**src/rtl/uart_irq_pkg.sv**
```systemverilog
package uart_irq_pkg;

  typedef enum logic [3:0] {
    ID_MODEM   = 4'h0,
    ID_NONE    = 4'h1,
    ID_THRE    = 4'h2,
    ID_RXDATA  = 4'h4,
    ID_LINE    = 4'h6,
    ID_TIMEOUT = 4'hC
  } irq_id_e;

  // Source slots, index 0 is the highest priority
  localparam int NUM_SRC   = 5;
  localparam int SRC_LINE  = 0;
  localparam int SRC_TMO   = 1;
  localparam int SRC_RXD   = 2;
  localparam int SRC_THRE  = 3;
  localparam int SRC_MODEM = 4;

  // Enable register bit positions
  localparam int IER_W       = 4;
  localparam int EN_RX_BIT   = 0;
  localparam int EN_THRE_BIT = 1;
  localparam int EN_LINE_BIT = 2;
  localparam int EN_MODEM_BIT = 3;

  // Line status positions
  localparam logic [7:0] LSR_ERR_MASK = 8'h1E;
  localparam int LSR_DR_BIT   = 0;
  localparam int LSR_THRE_BIT = 5;

  function automatic irq_id_e src_code(input int idx);
    case (idx)
      SRC_LINE:  return ID_LINE;
      SRC_TMO:   return ID_TIMEOUT;
      SRC_RXD:   return ID_RXDATA;
      SRC_THRE:  return ID_THRE;
      default:   return ID_MODEM;
    endcase
  endfunction

endpackage

```
**src/rtl/uart_irq_enable_reg.sv**
```systemverilog
module uart_irq_enable_reg #(
  parameter int WDATA_W = 8,
  parameter int KEEP_W  = 4
) (
  input  logic               clk,
  input  logic               rst_n,
  input  logic               wr,
  input  logic [WDATA_W-1:0] wdata,
  output logic [KEEP_W-1:0]  en_q
);
  always_ff @(posedge clk) begin
    if (!rst_n)  en_q <= '0;
    else if (wr) en_q <= wdata[KEEP_W-1:0];
  end
endmodule

```
**src/rtl/uart_thre_pending.sv**
```systemverilog
module uart_thre_pending (
  input  logic clk,
  input  logic rst_n,
  input  logic en_wr,
  input  logic en_new,
  input  logic en_old,
  input  logic holding_empty,
  input  logic thr_write,
  input  logic tx_fifo_reset,
  input  logic ident_read,
  input  logic ident_is_thre,
  output logic pend_q
);
  logic en_flip;
  assign en_flip = en_wr && (en_new != en_old);

  always_ff @(posedge clk) begin
    if (!rst_n)                          pend_q <= 1'b0;
    else if (thr_write)                  pend_q <= 1'b0;
    else if (tx_fifo_reset)              pend_q <= 1'b1;
    else if (en_flip)                    pend_q <= en_new && holding_empty;
    else if (ident_read && ident_is_thre) pend_q <= 1'b0;
  end
endmodule

```
**src/rtl/uart_irq_src_decode.sv**
```systemverilog
module uart_irq_src_decode
  import uart_irq_pkg::*;
#(
  parameter int CNT_W = 5
) (
  input  logic [IER_W-1:0]   en,
  input  logic [7:0]         line_stat,
  input  logic [CNT_W-1:0]   rx_count,
  input  logic [CNT_W-1:0]   rx_trig,
  input  logic               fifo_on,
  input  logic               timeout_pend,
  input  logic               thre_pend,
  input  logic [3:0]         modem_delta,
  output logic [NUM_SRC-1:0] req
);
  logic level_met;
  assign level_met = !fifo_on || (rx_count >= rx_trig);

  always_comb begin
    req            = '0;
    req[SRC_LINE]  = en[EN_LINE_BIT] && |(line_stat & LSR_ERR_MASK);
    req[SRC_TMO]   = en[EN_RX_BIT] && timeout_pend;
    req[SRC_RXD]   = en[EN_RX_BIT] && line_stat[LSR_DR_BIT] && level_met;
    req[SRC_THRE]  = en[EN_THRE_BIT] && thre_pend;
    req[SRC_MODEM] = en[EN_MODEM_BIT] && |modem_delta;
  end
endmodule

```
**src/rtl/uart_irq_prio_enc.sv**
```systemverilog
module uart_irq_prio_enc
  import uart_irq_pkg::*;
(
  input  logic [NUM_SRC-1:0] req,
  output irq_id_e            code
);
  // Walk from lowest to highest priority so the highest one overwrites
  always_comb begin
    code = ID_NONE;
    for (int i = NUM_SRC - 1; i >= 0; i--) begin
      if (req[i]) code = src_code(i);
    end
  end
endmodule

```
**src/rtl/uart_irq_ident.sv**
```systemverilog
module uart_irq_ident
  import uart_irq_pkg::*;
#(
  parameter  int RX_DEPTH = 16,
  localparam int CNT_W    = $clog2(RX_DEPTH + 1)
) (
  input  logic             clk,
  input  logic             rst_n,
  input  logic             ier_wr,
  input  logic [7:0]       ier_wdata,
  output logic [IER_W-1:0] ier_q,
  input  logic [7:0]       line_stat,
  input  logic [CNT_W-1:0] rx_count,
  input  logic [CNT_W-1:0] rx_trig,
  input  logic             fifo_on,
  input  logic             timeout_pend,
  input  logic [3:0]       modem_delta,
  input  logic             thr_write,
  input  logic             tx_fifo_reset,
  input  logic             ident_read,
  output logic [7:0]       ident_byte,
  output logic             irq
);
  logic               thre_pend;
  logic [NUM_SRC-1:0] req;
  irq_id_e            code;
  logic [7:0]         ident_q;
  logic               irq_q;

  uart_irq_enable_reg #(.WDATA_W(8), .KEEP_W(IER_W)) u_en (
    .clk   (clk),
    .rst_n (rst_n),
    .wr    (ier_wr),
    .wdata (ier_wdata),
    .en_q  (ier_q)
  );

  uart_thre_pending u_pend (
    .clk           (clk),
    .rst_n         (rst_n),
    .en_wr         (ier_wr),
    .en_new        (ier_wdata[EN_THRE_BIT]),
    .en_old        (ier_q[EN_THRE_BIT]),
    .holding_empty (line_stat[LSR_THRE_BIT]),
    .thr_write     (thr_write),
    .tx_fifo_reset (tx_fifo_reset),
    .ident_read    (ident_read),
    .ident_is_thre (ident_q[3:0] == ID_THRE),
    .pend_q        (thre_pend)
  );

  uart_irq_src_decode #(.CNT_W(CNT_W)) u_dec (
    .en           (ier_q),
    .line_stat    (line_stat),
    .rx_count     (rx_count),
    .rx_trig      (rx_trig),
    .fifo_on      (fifo_on),
    .timeout_pend (timeout_pend),
    .thre_pend    (thre_pend),
    .modem_delta  (modem_delta),
    .req          (req)
  );

  uart_irq_prio_enc u_enc (
    .req  (req),
    .code (code)
  );

  always_ff @(posedge clk) begin
    if (!rst_n) begin
      ident_q <= {4'h0, ID_NONE};
      irq_q   <= 1'b0;
    end else begin
      ident_q <= {{2{fifo_on}}, 2'b00, code};
      irq_q   <= (code != ID_NONE);
    end
  end

  assign ident_byte = ident_q;
  assign irq        = irq_q;
endmodule

```
**config.mk**
```make
export PLATFORM = sky130hd
export DESIGN_NAME = uart_irq_ident
export DESIGN_NICKNAME = d
export VERILOG_FILES = /design/src/rtl/uart_irq_pkg.sv /design/src/rtl/uart_irq_enable_reg.sv /design/src/rtl/uart_thre_pending.sv /design/src/rtl/uart_irq_src_decode.sv /design/src/rtl/uart_irq_prio_enc.sv /design/src/rtl/uart_irq_ident.sv
export SDC_FILE = /design/constraint.sdc
export NUM_CORES = 1
export LEC_CHECK = 0
export BUFFER_PORTS_ARGS = -buffer_cell sky130_fd_sc_hd__buf_2
export CORE_MARGIN = 2
export CORE_UTILIZATION = 40
export CTS_BUF_LIST = sky130_fd_sc_hd__clkbuf_16
export DETAILED_ROUTE_END_ITERATION = 16
export MAX_ROUTING_LAYER = met4
export PLACE_DENSITY = 0.83
export SETUP_SLACK_MARGIN = 0.05
export SLEW_MARGIN = 20
export SYNTH_ARGS = -nofsm -noshare
export SYNTH_HDL_FRONTEND = slang
export SYNTH_SLANG_ARGS = --single-unit
```
**constraint.sdc**
```tcl
create_clock -name clk -period 3.9 [get_ports clk]
set_input_delay 0.78 -clock clk [delete_from_list [all_inputs] [get_ports clk]]
set_output_delay 0.78 -clock clk [all_outputs]
set_load 0.05 [all_outputs]
```
# Word-level counts from Yosys, hierarchy flattened
# Index checks and enable logic that the tools add are counted.
# W data, S select, Z words.
classes:
  add_sub_neg: 0
  mul: 0
  div: 0
  n_lt_le_gt_ge: 1
  eq_ne: 3
  n_shift: 0
  n_mux: 8
  bitwise: 1
  reduce_logical: 15
ops:
  columns: ["op", "n"]
  rows:
  - ["$logic_and A1 B1 Y1", 9]
  - ["$mux W4", 2]
  - ["$reduce_or A4 Y1", 2]
  - ["$ge A5 B5 Y1", 1]
  - ["$eq A4 B2 Y1 const B", 1]
  - ["$mux W1", 4]
  - ["$ne A4 B1 Y1 const B", 1]
  - ["$mux W3", 1]
  - ["$reduce_bool A3 Y1", 1]
  - ["$mux W2", 1]
  - ["$reduce_or A2 Y1", 1]
  - ["$logic_not A1 Y1", 1]
  - ["$logic_or A1 B1 Y1", 1]
  - ["$ne A1 B1 Y1", 1]
  - ["$not A1 Y1", 1]
word_totals:
  ff_bits: 13
  latchBits: 0
  ram_bits: 0
  mem_bits_ro: 0
  in_bits: 38
  out_inout_bits: 13
  elab_cells: 33
  mem_count: 0

# Longest topological paths before layout
# Gate-level depths: netlist (run 1).
depth:
  depth_word: 8
  mapped_depth: 6
  ltp_nobuf: 6

# Cells and area by module
# A second synthesis (run 1) with hierarchy kept.
hier_totals:
  cells_unflattened: 65
  hier_area_um2: 630.6
modules_own_cells:
  columns: ["module", "instances", "cells_per_inst", "area_each_um2", "seq_area_each_um2"]
  rows:
  - ["uart_irq_ident", 1, 18, 198.9, 120.1]
  - ["uart_irq_src_decode", 1, 22, 163.9, 0.0]
  - ["uart_irq_enable_reg", 1, 13, 156.4, 80.1]
  - ["uart_thre_pending", 1, 7, 72.6, 20.0]
  - ["uart_irq_prio_enc", 1, 5, 38.8, 0.0]

# Least setup slack after synthesis (run 1)
# OpenSTA, ideal clock, no wires.
synth_timing:
  path_type: "input port to flip-flop"
  start: "input port rx_trig[4]"
  end: "register irq_q, in the netlist irq"
  setup_time_ns: 0.115
  arrival_time_ns: 1.785
  required_ns: 3.785
  slack_ns: 2.000
  cell_stages: 6
  n_path_buf: 0
  path_cell_list: "inv_1 > ha_1 > and2_4 > o311ai_4 > o211ai_2 > o21a_1"
synth_between:
  elab_chain_cells: 7
synth_lines:
  columns: ["item", "line_no", "text"]
  rows:
  - ["start, declared", "uart_irq_ident.sv:14", "input logic [CNT_W-1:0] rx_trig,"]
  - ["$ge A5 B5 Y1", "uart_irq_src_decode.sv:17", "assign level_met = !fifo_on || (rx_count >= rx_trig);"]
  - ["$logic_or A1 B1 Y1", "uart_irq_src_decode.sv:17", null]
  - ["$logic_and A1 B1 Y1", "uart_irq_src_decode.sv:23", "req[SRC_RXD] = en[EN_RX_BIT] && line_stat[LSR_DR_BIT] && level_met;"]
  - ["$mux W3", "uart_irq_prio_enc.sv:11", "if (req[i]) code = src_code(i);"]
  - ["$mux W4 (2 in series)", "uart_irq_prio_enc.sv:11", null]
  - ["$ne A4 B1 Y1", "uart_irq_ident.sv:75", "irq_q <= (code != ID_NONE);"]
  - ["end signal, assigned", "uart_irq_ident.sv:75", null]
  - ["end, declared", "uart_irq_ident.sv:28", "logic irq_q;"]
# Every way passes these cells.
# A chain may end at the register's enable or synchronous reset.

# Worst setup path after layout (run 1)
layout_timing:
  start: "input port rx_count[4]"
  end: "register ident_q[1], in the netlist ident_byte[1]"
layout_between:
  elab_chain_cells: 6
layout_lines:
  columns: ["item", "line_no", "text"]
  rows:
  - ["start, declared", "uart_irq_ident.sv:13", "input logic [CNT_W-1:0] rx_count,"]
  - ["$ge A5 B5 Y1", "uart_irq_src_decode.sv:17", null]
  - ["$logic_or A1 B1 Y1", "uart_irq_src_decode.sv:17", null]
  - ["$logic_and A1 B1 Y1", "uart_irq_src_decode.sv:23", null]
  - ["$mux W3", "uart_irq_prio_enc.sv:11", null]
  - ["$mux W4 (2 in series)", "uart_irq_prio_enc.sv:11", null]
  - ["end signal, assigned", "uart_irq_ident.sv:71", "ident_q <= {4'h0, ID_NONE};"]
  - ["end signal, assigned", "uart_irq_ident.sv:74", "ident_q <= {{2{fifo_on}}, 2'b00, code};"]
  - ["end, declared", "uart_irq_ident.sv:27", "logic [7:0] ident_q;"]
# Every way passes these cells.

==> results.cfg, run 1 <==
[outcome]
status = completed

[place]
portBuffers = 42
hpwl_mm = 1.13
place_congestion = 0.650
place_inst = 120

[die]
start_util_pct = 41.5
die_w_um = 43.1
rows = 14
ioPinCount = 51
die_y_um = 43.1
core_area_sq_um = 1470
die-area_sq_um = 1860

[critical_path]
cp.required_ns = 4.05
start_kind = input pin
cp.arrival_ns = 1.96
reg2reg_slack_ns = 2.78
critPathKind = in2reg
worstSetupEndpointType = flop
critical_path.max_fanout = 4

[finish]
fillers = 141
drive_gt1_share_pct = 46.3
final_nets = 152
diodes = 0
area_delta_synth_final_pct = 45.7
stdcell_count = 124

[grt]
grt.overflow.total = 0
grtUsageTotal_pct = 17.5
antenna_found_initial = 0
grt_pass1_vias = 583
grt_pass1_wl_mm = 2.33
grt_start_max_net_pins = 10

[pwr]
powerDensity_nw_per_um2 = 436
p_leak_nw = 0.490
total_power_w = 0.000388
max-vdd-ir-drop_mv = 0.418

[timing]
whs_ns = 0.526
clock_skew_ns = 0.00173
fmax_mhz = 554
finalWorstPathRequiredPeriod_ns = 1.81
hold_viol_final = 0
setup-tns-final_ns = 0
rsz0062_at_grt = no
setup_viol = 0
min_period_over_period_pct = 46.3
final_max_slew_viol_count = 0

[yosys]
synth-seq-cells = 11
synth_edf_count = 0
synth-main-ff-cell = dfxtp_1
synth_top_cell_area_share_pct = 36.1
synth_cell_types = 28
async_flop_share_pct = 0
synth_area_per_cell_sq_um = 9.25
synthCells = 66
synth_seq_area_share_pct = 36.1
synth.largest_area_cell = dfxtp_1
syn_area_sq_um = 611
ys.warnings.count = 0
synth_area_leaders = dfxtp_1 36%, ha_1 10%, mux2i_1 6.6%

[cts]
path_clk_slew_ns = 0.04
cts_hold_buf = 0
clk_latency_ns = 0.24
cts_made_buffers = 3
clkSinkCount = 11
cts_max_level = 1
cts_tree = yes
cts.path.max_buffers = 2
cts_resized = 0
cts_setup_buffers = 0
cts-root-buf = clkbuf_16

[drt]
wirelength_mm = 1.37
ant_nets = 0
viasPerCell = 4.94
drt_first_iter_violations = 13
drt_pass1_iterations = 4
post_drt_wl_per_cell_um = 11.1
drc = 0
num_vias = 612

[hold_path]
min_path_type = reg2reg

[flow_run]
maxCapViolCount = 0
==> cell usage after synthesis, types with 2 or more instances <==
cell type and n:
mux2i_1 4, buf_4 4, a31oi_1 2, ha_1 5, inv_1 7, nand2_1 6
o21a_1 2, dfxtp_1 11, nor2_1 5, o41ai_1 2
==> stage by stage <==
step                      setup WS, ns  instance area (sq um)  utilization [%]
after floorplan                   2.00                    614                -
after global placement            1.87                    811             55.1
after detailed placement          1.84                    811             55.1
after CTS                         2.08                    890             60.5
after global routing              2.05                    890             60.5
final                             2.09                    890             60.5
==> power breakdown <==
| group | total [W] | switching (W) | internal [W] |
|---|---|---|---|
| clock network | 0.000183 | 0.0000485 | 0.000134 |
| registers | 0.000125 | 0.00000482 | 0.000120 |
| logic | 0.0000803 | 0.0000515 | 0.0000289 |
| total | 0.000388 | 0.000105 | 0.000283 |
==> layout make-up <==
type,instances,area [sq um],share of cell area (%)
clock inverters,1,3.75,0.422
repair buffers,42,210,23.6
inverters,8,30.0,3.38
clock buffers,3,75.1,8.44
multi-input cells,43,330,37.1
flip-flops and latches,11,220,24.8
well taps,16,20.0,2.25
==> critical path, cell delays in order <==
cell and delay, ns:
buf_2 0.10, ha_1 0.30, and2_4 0.17, o311ai_4 0.21
o211ai_2 0.17, o31ai_2 0.24
==> flip-flops by register name, indices dropped and copies added, names as in the netlist <==
signal and cells:
u_en.en_q 4, irq 1, u_pend.pend_q 1, ident_byte 5
==> routing by layer <==
| layer | global-route usage [%] | routed length (um) | share of wire (%) |
|---|---|---|---|
| met1 | 17.1 | 516 | 38 |
| met2 | 31.8 | 777 | 57 |
| met3 | 6.38 | 78 | 5.7 |
| met4 | 5.45 | 0 | 0 |
| met5 | - | 0 | 0 |
==> path summary, 6_finish.rpt <==
kind / startpoint / to / cells after the start
min reg2reg: u_en.en_q[3] / u_en.en_q[3] / 2
max reg2reg: ident_byte[0] / u_pend.pend_q / 4
max: rx_count[4] / ident_byte[1] / 6
min: u_en.en_q[3] / u_en.en_q[3] / 2
==> cells in the final DEF (no fill, tap or decap), types with 2 or more instances in the layout <==
master / count
buf_2: 42
ha_1: 5
nand2_1: 6
mux2i_1: 4
clkbuf_16: 3
o21a_1: 2
conb_1: 2
o41ai_1: 2
dfxtp_1: 11
inv_1: 8
nor2_1: 5
a31oi_1: 2
==> kinds of logic (layout without fill, tap and decap cells) <==
logic type / after synthesis / after routing / synth area share (%)
AOI/OAI and AO/OA: 13 / 13 / 20.7
adders and majority gates: 5 / 5 / 10.2
buffers and inverters: 13 / 54 / 10.5
DFF: 11 / 11 / 36.1
muxes: 4 / 4 / 6.56
other: 1 / 2 / 0.614
and+or+nand+nor: 19 / 19 / 15.4
No activity file was read; power rests on OpenSTA's default activity.
==> inputs of run 2 (changes only) <==
CORE_UTILIZATION = 37   (was 40)
PLACE_DENSITY = 0.78   (was 0.83)
clock period = 1.8 ns   (was 3.9 ns; I/O delays follow)
==> run 2 against run 1 <==
Effect of this change:
- clock power is 120% higher
- via count is 1.8% lower
- die area is 7.4% higher
- clock skew is 0.0028 ns higher
- critical path depth stayed put
- sequential power is 120% higher
- wire length is 0.36% higher
- power is 120% higher
- combinational power is 120% higher
- count of clock-buffer cells in the layout stayed put
==> results.cfg, run 2 (synthesis results as in run 1) <==
[hold_path]
min_path_type = in2reg
min_from = thr_write
hold_path_end = u_pend.pend_q
hold_depth = 2

[drt]
wirelength_mm = 1.38
ant_nets = 0
drt_pass1_iterations = 4
drt_first_iter_violations = 4
post_drt_wl_per_cell_um = 11.1
drc = 0
viasPerCell = 4.85
num_vias = 601

[place]
portBuffers = 42
place_congestion = 0.648
hpwl_mm = 1.20
place_area_sq_um = 811

[finish]
drive_gt1_share_pct = 46.3
final_cell_mix = 42 x buf_2, 11 x dfxtp_1, 8 x inv_1
final_common_cell = buf_2
fillers = 145
area_delta_synth_final_pct = 45.7
largest_reg_flops = 5
final_nets = 152
diodes = 0
design_area_sq_um = 890

[cts]
cts-root-buf = clkbuf_16
cts_tree = yes
path_clk_slew_ns = 0.04
clkSinkCount = 11
cts_hold_buf = 0
cts.path.max_buffers = 2
cts_setup_buffers = 0
cts_made_buffers = 3
clk_latency_ns = 0.24
cts_max_level = 1
cts_resized = 0

[timing]
setup-tns-final_ns = 0
hold_viol_final = 0
final_max_slew_viol_count = 0
clock_skew_ns = 0.00451
setup_viol = 0
finalWorstPathRequiredPeriod_ns = 1.42
rsz0062_at_grt = no
min_period_over_period_pct = 78.7
fmax_mhz = 706

[pwr]
powerDensity_nw_per_um2 = 946
p_leak_nw = 0.490
max-vdd-ir-drop_mv = 0.733

[critical_path]
worstSetupStartpoint = rx_count[4]
worstSetupEndpointType = flop
r2r-end = u_pend.pend_q
critPathKind = in2reg
r2r_start = ident_byte[0]
cp.required_ns = 1.93
reg2reg_slack_ns = 0.70
start_kind = input pin
cp.arrival_ns = 1.54
r2r_cells = 4
critical_path.max_fanout = 4

[die]
rows = 14
start_util_pct = 40.1
core_area_sq_um = 1520
die-area_sq_um = 1990
die_y_um = 44.6
die_w_um = 44.6
ioPinCount = 51

[grt]
grt.overflow.total = 0
grt_start_max_net_pins = 10
antenna_found_initial = 0
grt_pass1_wl_mm = 2.22
grt_pass1_vias = 544
grtUsageTotal_pct = 15.9

[flow_run]
maxCapViolCount = 0

[outcome]
status = completed
run 2: cell counts in the layout (fill, tap and decap cells not counted):
Identical to the previous run, type by type.
run 2: routing by layer:
layer / track usage, % / routed length (um) / up-vias
li1: - / - / 309
met1: 17.7 / 543 / 268
met2: 26.7 / 745 / 24
met3: 4.90 / 89 / 0
met4: 5.45 / 0 / 0
met5: - / 0 / -
run 2: report_power, final:
part,switching [W],internal (W),leakage [nW]
Clock,0.000107,0.000291,0.0423
Combinational,0.000111,0.0000624,0.357
Sequential,0.0000102,0.000260,0.0908
Total,0.000227,0.000614,0.490
run 2: area by class of cell:
| type | count | area [sq um] | area share (%) |
|---|---|---|---|
| timing repair buffer | 42 | 210 | 23.6 |
| inverter | 8 | 30.0 | 3.38 |
| multi-input combinational | 43 | 330 | 37.1 |
| sequential | 11 | 220 | 24.8 |
| clock buffer | 3 | 75.1 | 8.44 |
| tap | 16 | 20.0 | 2.25 |
| clock inverter | 1 | 3.75 | 0.422 |
run 2: through the flow:
step | utilization [%] | power, W | hold WS [ns] | cells | setup slack, ns
CTS | 58.4 | 0.000850 | 0.335 | 124 | 0.380
global placement | 53.2 | 0.000444 | 0.503 | 120 | 0.188
detailed placement | 53.2 | 0.000450 | 0.522 | 120 | 0.146
finish | 58.4 | 0.000842 | 0.339 | 124 | 0.384
global route | 58.4 | 0.000881 | 0.344 | 124 | 0.311
floorplan | - | 0.000396 | 0.436 | 67 | 0.320
run 2: worst max-delay path by stage:
stage / to / slack (ns) / depth (start not counted)
final: irq / 0.38 / 6
after global routing: ident_byte[1] / 0.31 / 6
after CTS: irq / 0.38 / 6
after detailed placement: irq / 0.15 / 6
after global placement: ident_byte[1] / 0.19 / 6
after floorplan: irq / 0.32 / 6
run 2: critical path: stages:
cell and delay [ns]:
buf_2 0.10, ha_1 0.30, and2_4 0.17, o311ai_4 0.22
o211ai_2 0.18, o21a_1 0.21
==> inputs of run 3 (changes only) <==
ABC_AREA = 1   (was default)
PLACE_DENSITY = 0.77   (was 0.78)
clock period = 1.4 ns   (was 1.8 ns; I/O delays follow)
==> run 3 against run 2 <==
Effect of this change:
- combinational power up 38%
- worst setup slack lost 0.18 ns
- die area is 3.0% higher
- worst hold slack worse by 0.15 ns
- final cell count increased by 20%
- largest cell class unchanged
- cell area grew 2.1%
- critical endpoint is now ier_q[1]
==> results.cfg, run 3 <==
[outcome]
status = completed

[drt]
drt_pass1_iterations = 4
drt_first_iter_violations = 9
ant_nets = 0
post_drt_wl_per_cell_um = 9.01
num_vias = 655
drc = 0
wirelength_mm = 1.34
viasPerCell = 4.40

[cts]
cts-root-buf = clkbuf_16
cts_resized = 0
path_clk_slew_ns = 0.04
cts.path.max_buffers = 2
cts_setup_buffers = 0
cts_max_level = 1
clkSinkCount = 11
cts_hold_buf = 0
clk_latency_ns = 0.24
cts_made_buffers = 3
cts_tree = yes

[timing]
rsz0062_at_grt = no
fin_ws_ns = 0.202
fmax_mhz = 834
min_period_over_period_pct = 85.6
setup_viol = 0
clock_skew_ns = 0.00325
hold_viol_final = 0
whs_ns = 0.188
finalWorstPathRequiredPeriod_ns = 1.20
final_max_slew_viol_count = 0
setup-tns-final_ns = 0

[yosys]
ys.warnings.count = 0
synth_cell_types = 19
yosysMostFrequentCell = nand2_1
synthTopCellsByCount = 21 x nand2_1, 19 x inv_1, 11 x dfxtp_1, 11 x nor2_1
synth-seq-cells = 11
synth_area_per_cell_sq_um = 6.93
synth_seq_area_share_pct = 34.9
syn_area_sq_um = 631
synth_top_cell_area_share_pct = 34.9
async_flop_share_pct = 0
synth.largest_area_cell = dfxtp_1
synthCells = 91
synth_edf_count = 0
synth-main-ff-cell = dfxtp_1
synth_area_leaders = dfxtp_1 35%, nand2_1 13%, inv_1 11%

[critical_path]
start_kind = flop
r2r_start = u_en.en_q[1]
crit_family = flip-flops
worst_path_max_delay_cell = dfxtp_1
worstSetupEndpointType = output port
critical_path.max_fanout = 5
cp.required_ns = 1.12
max_stage_delay_ns = 0.39
critPathKind = reg2out
path_buf_inv = 1
r2r-end = u_pend.pend_q
r2r_cells = 5
worstPathCellList = buf_2
cp.arrival_ns = 0.92
reg2reg_slack_ns = 0.51

[grt]
grtUsageTotal_pct = 15.7
grt.overflow.total = 0
grt_start_max_net_pins = 10
grt_pass1_wl_mm = 2.15
antenna_found_initial = 0
grt_pass1_vias = 563

[finish]
final_common_cell = buf_2
diodes = 0
final_nets = 177
area_delta_synth_final_pct = 44.0
final_cell_mix = 42 x buf_2, 21 x nand2_1, 20 x inv_1
drive_gt1_share_pct = 36.8
multi_input_area_sq_um = 308
final_util_pct = 58.3
largest_reg_flops = 5
seq_area_sq_um = 220
fillers = 144

[hold_path]
hold_depth = 2
min_from = thr_write
hold_path_end = u_pend.pend_q
min_path_type = in2reg

[pwr]
max-vdd-ir-drop_mv = 0.939
powerDensity_nw_per_um2 = 1210
total_power_w = 0.00110
p_leak_nw = 0.567

[die]
core_area_sq_um = 1560
rows = 14
die_y_um = 45.3
start_util_pct = 40.4
ioPinCount = 51
die-area_sq_um = 2050
die_w_um = 45.3

[place]
place_ws_ns = 0.0144
portBuffers = 42
place_congestion = 0.752
hpwl_mm = 1.11

[flow_run]
maxCapViolCount = 0
-- run 3: cell count changes after synthesis, sizes merged, moves of 2 or more --
cell | previous run | this run
a31oi | 2 | 0
o21a | 2 | 0
inv | 8 | 19
nor2 | 5 | 11
nand2 | 6 | 22
a21oi | 0 | 5
o41ai | 2 | 0
o21ai | 1 | 5
mux2i | 4 | 0
-- run 3: worst max path at each step --
stage                 startpoint       end  slack, ns  cells after the start
detailed placement   rx_count[2]       irq       0.01                     12
finish              u_en.en_q[1]  ier_q[1]       0.20                      1
floorplan             rx_trig[2]       irq       0.20                     12
global placement     rx_count[2]       irq       0.04                     12
CTS                 u_en.en_q[1]  ier_q[1]       0.19                      1
global route         rx_count[0]       irq       0.13                     13
-- run 3: logic make-up (layout without fill, tap and decap cells) --
| logic type | count (synthesis) | count (layout) | synth area share (%) |
|---|---|---|---|
| other | 1 | 2 | 0.595 |
| xor gates and xnor gates | 1 | 1 | 1.39 |
| adders and majority gates | 5 | 5 | 9.92 |
| and+or+nand+nor | 37 | 37 | 24.6 |
| AOI/OAI and AO/OA | 12 | 12 | 11.7 |
| buffers and inverters | 24 | 65 | 16.9 |
| DFF | 11 | 11 | 34.9 |
-- run 3: report_power, final --
part	switching [W]	total, W	internal (W)
clock	0.000138	0.000512	0.000374
combinational	0.000158	0.000238	0.0000805
sequential	0.0000116	0.000348	0.000336
total	0.000307	0.00110	0.000791
-- run 3: final cells by class --
type,count,share of cell area (%)
multi-input combinational,57,33.9
sequential,11,24.2
timing repair buffer,42,23.1
clock buffer,3,8.26
inverter,19,7.85
tap,16,2.20
clock inverter,1,0.413
-- run 3: metal layers --
metal	wire length (um)	track usage, %	part of all wire, %	up-vias
li1	-	-	-	357
met1	587	16.5	44	263
met2	626	24.3	47	32
met3	110	7.20	8.2	3
met4	17	8.82	1.3	0
met5	0	-	0	-
-- run 3: through the flow --
stage	cells	area [sq um]
6_report	149	908
5_1_grt	149	908
4_1_cts	149	908
3_5_place_dp	145	830
3_3_place_gp	145	830
2_1_floorplan	92	634
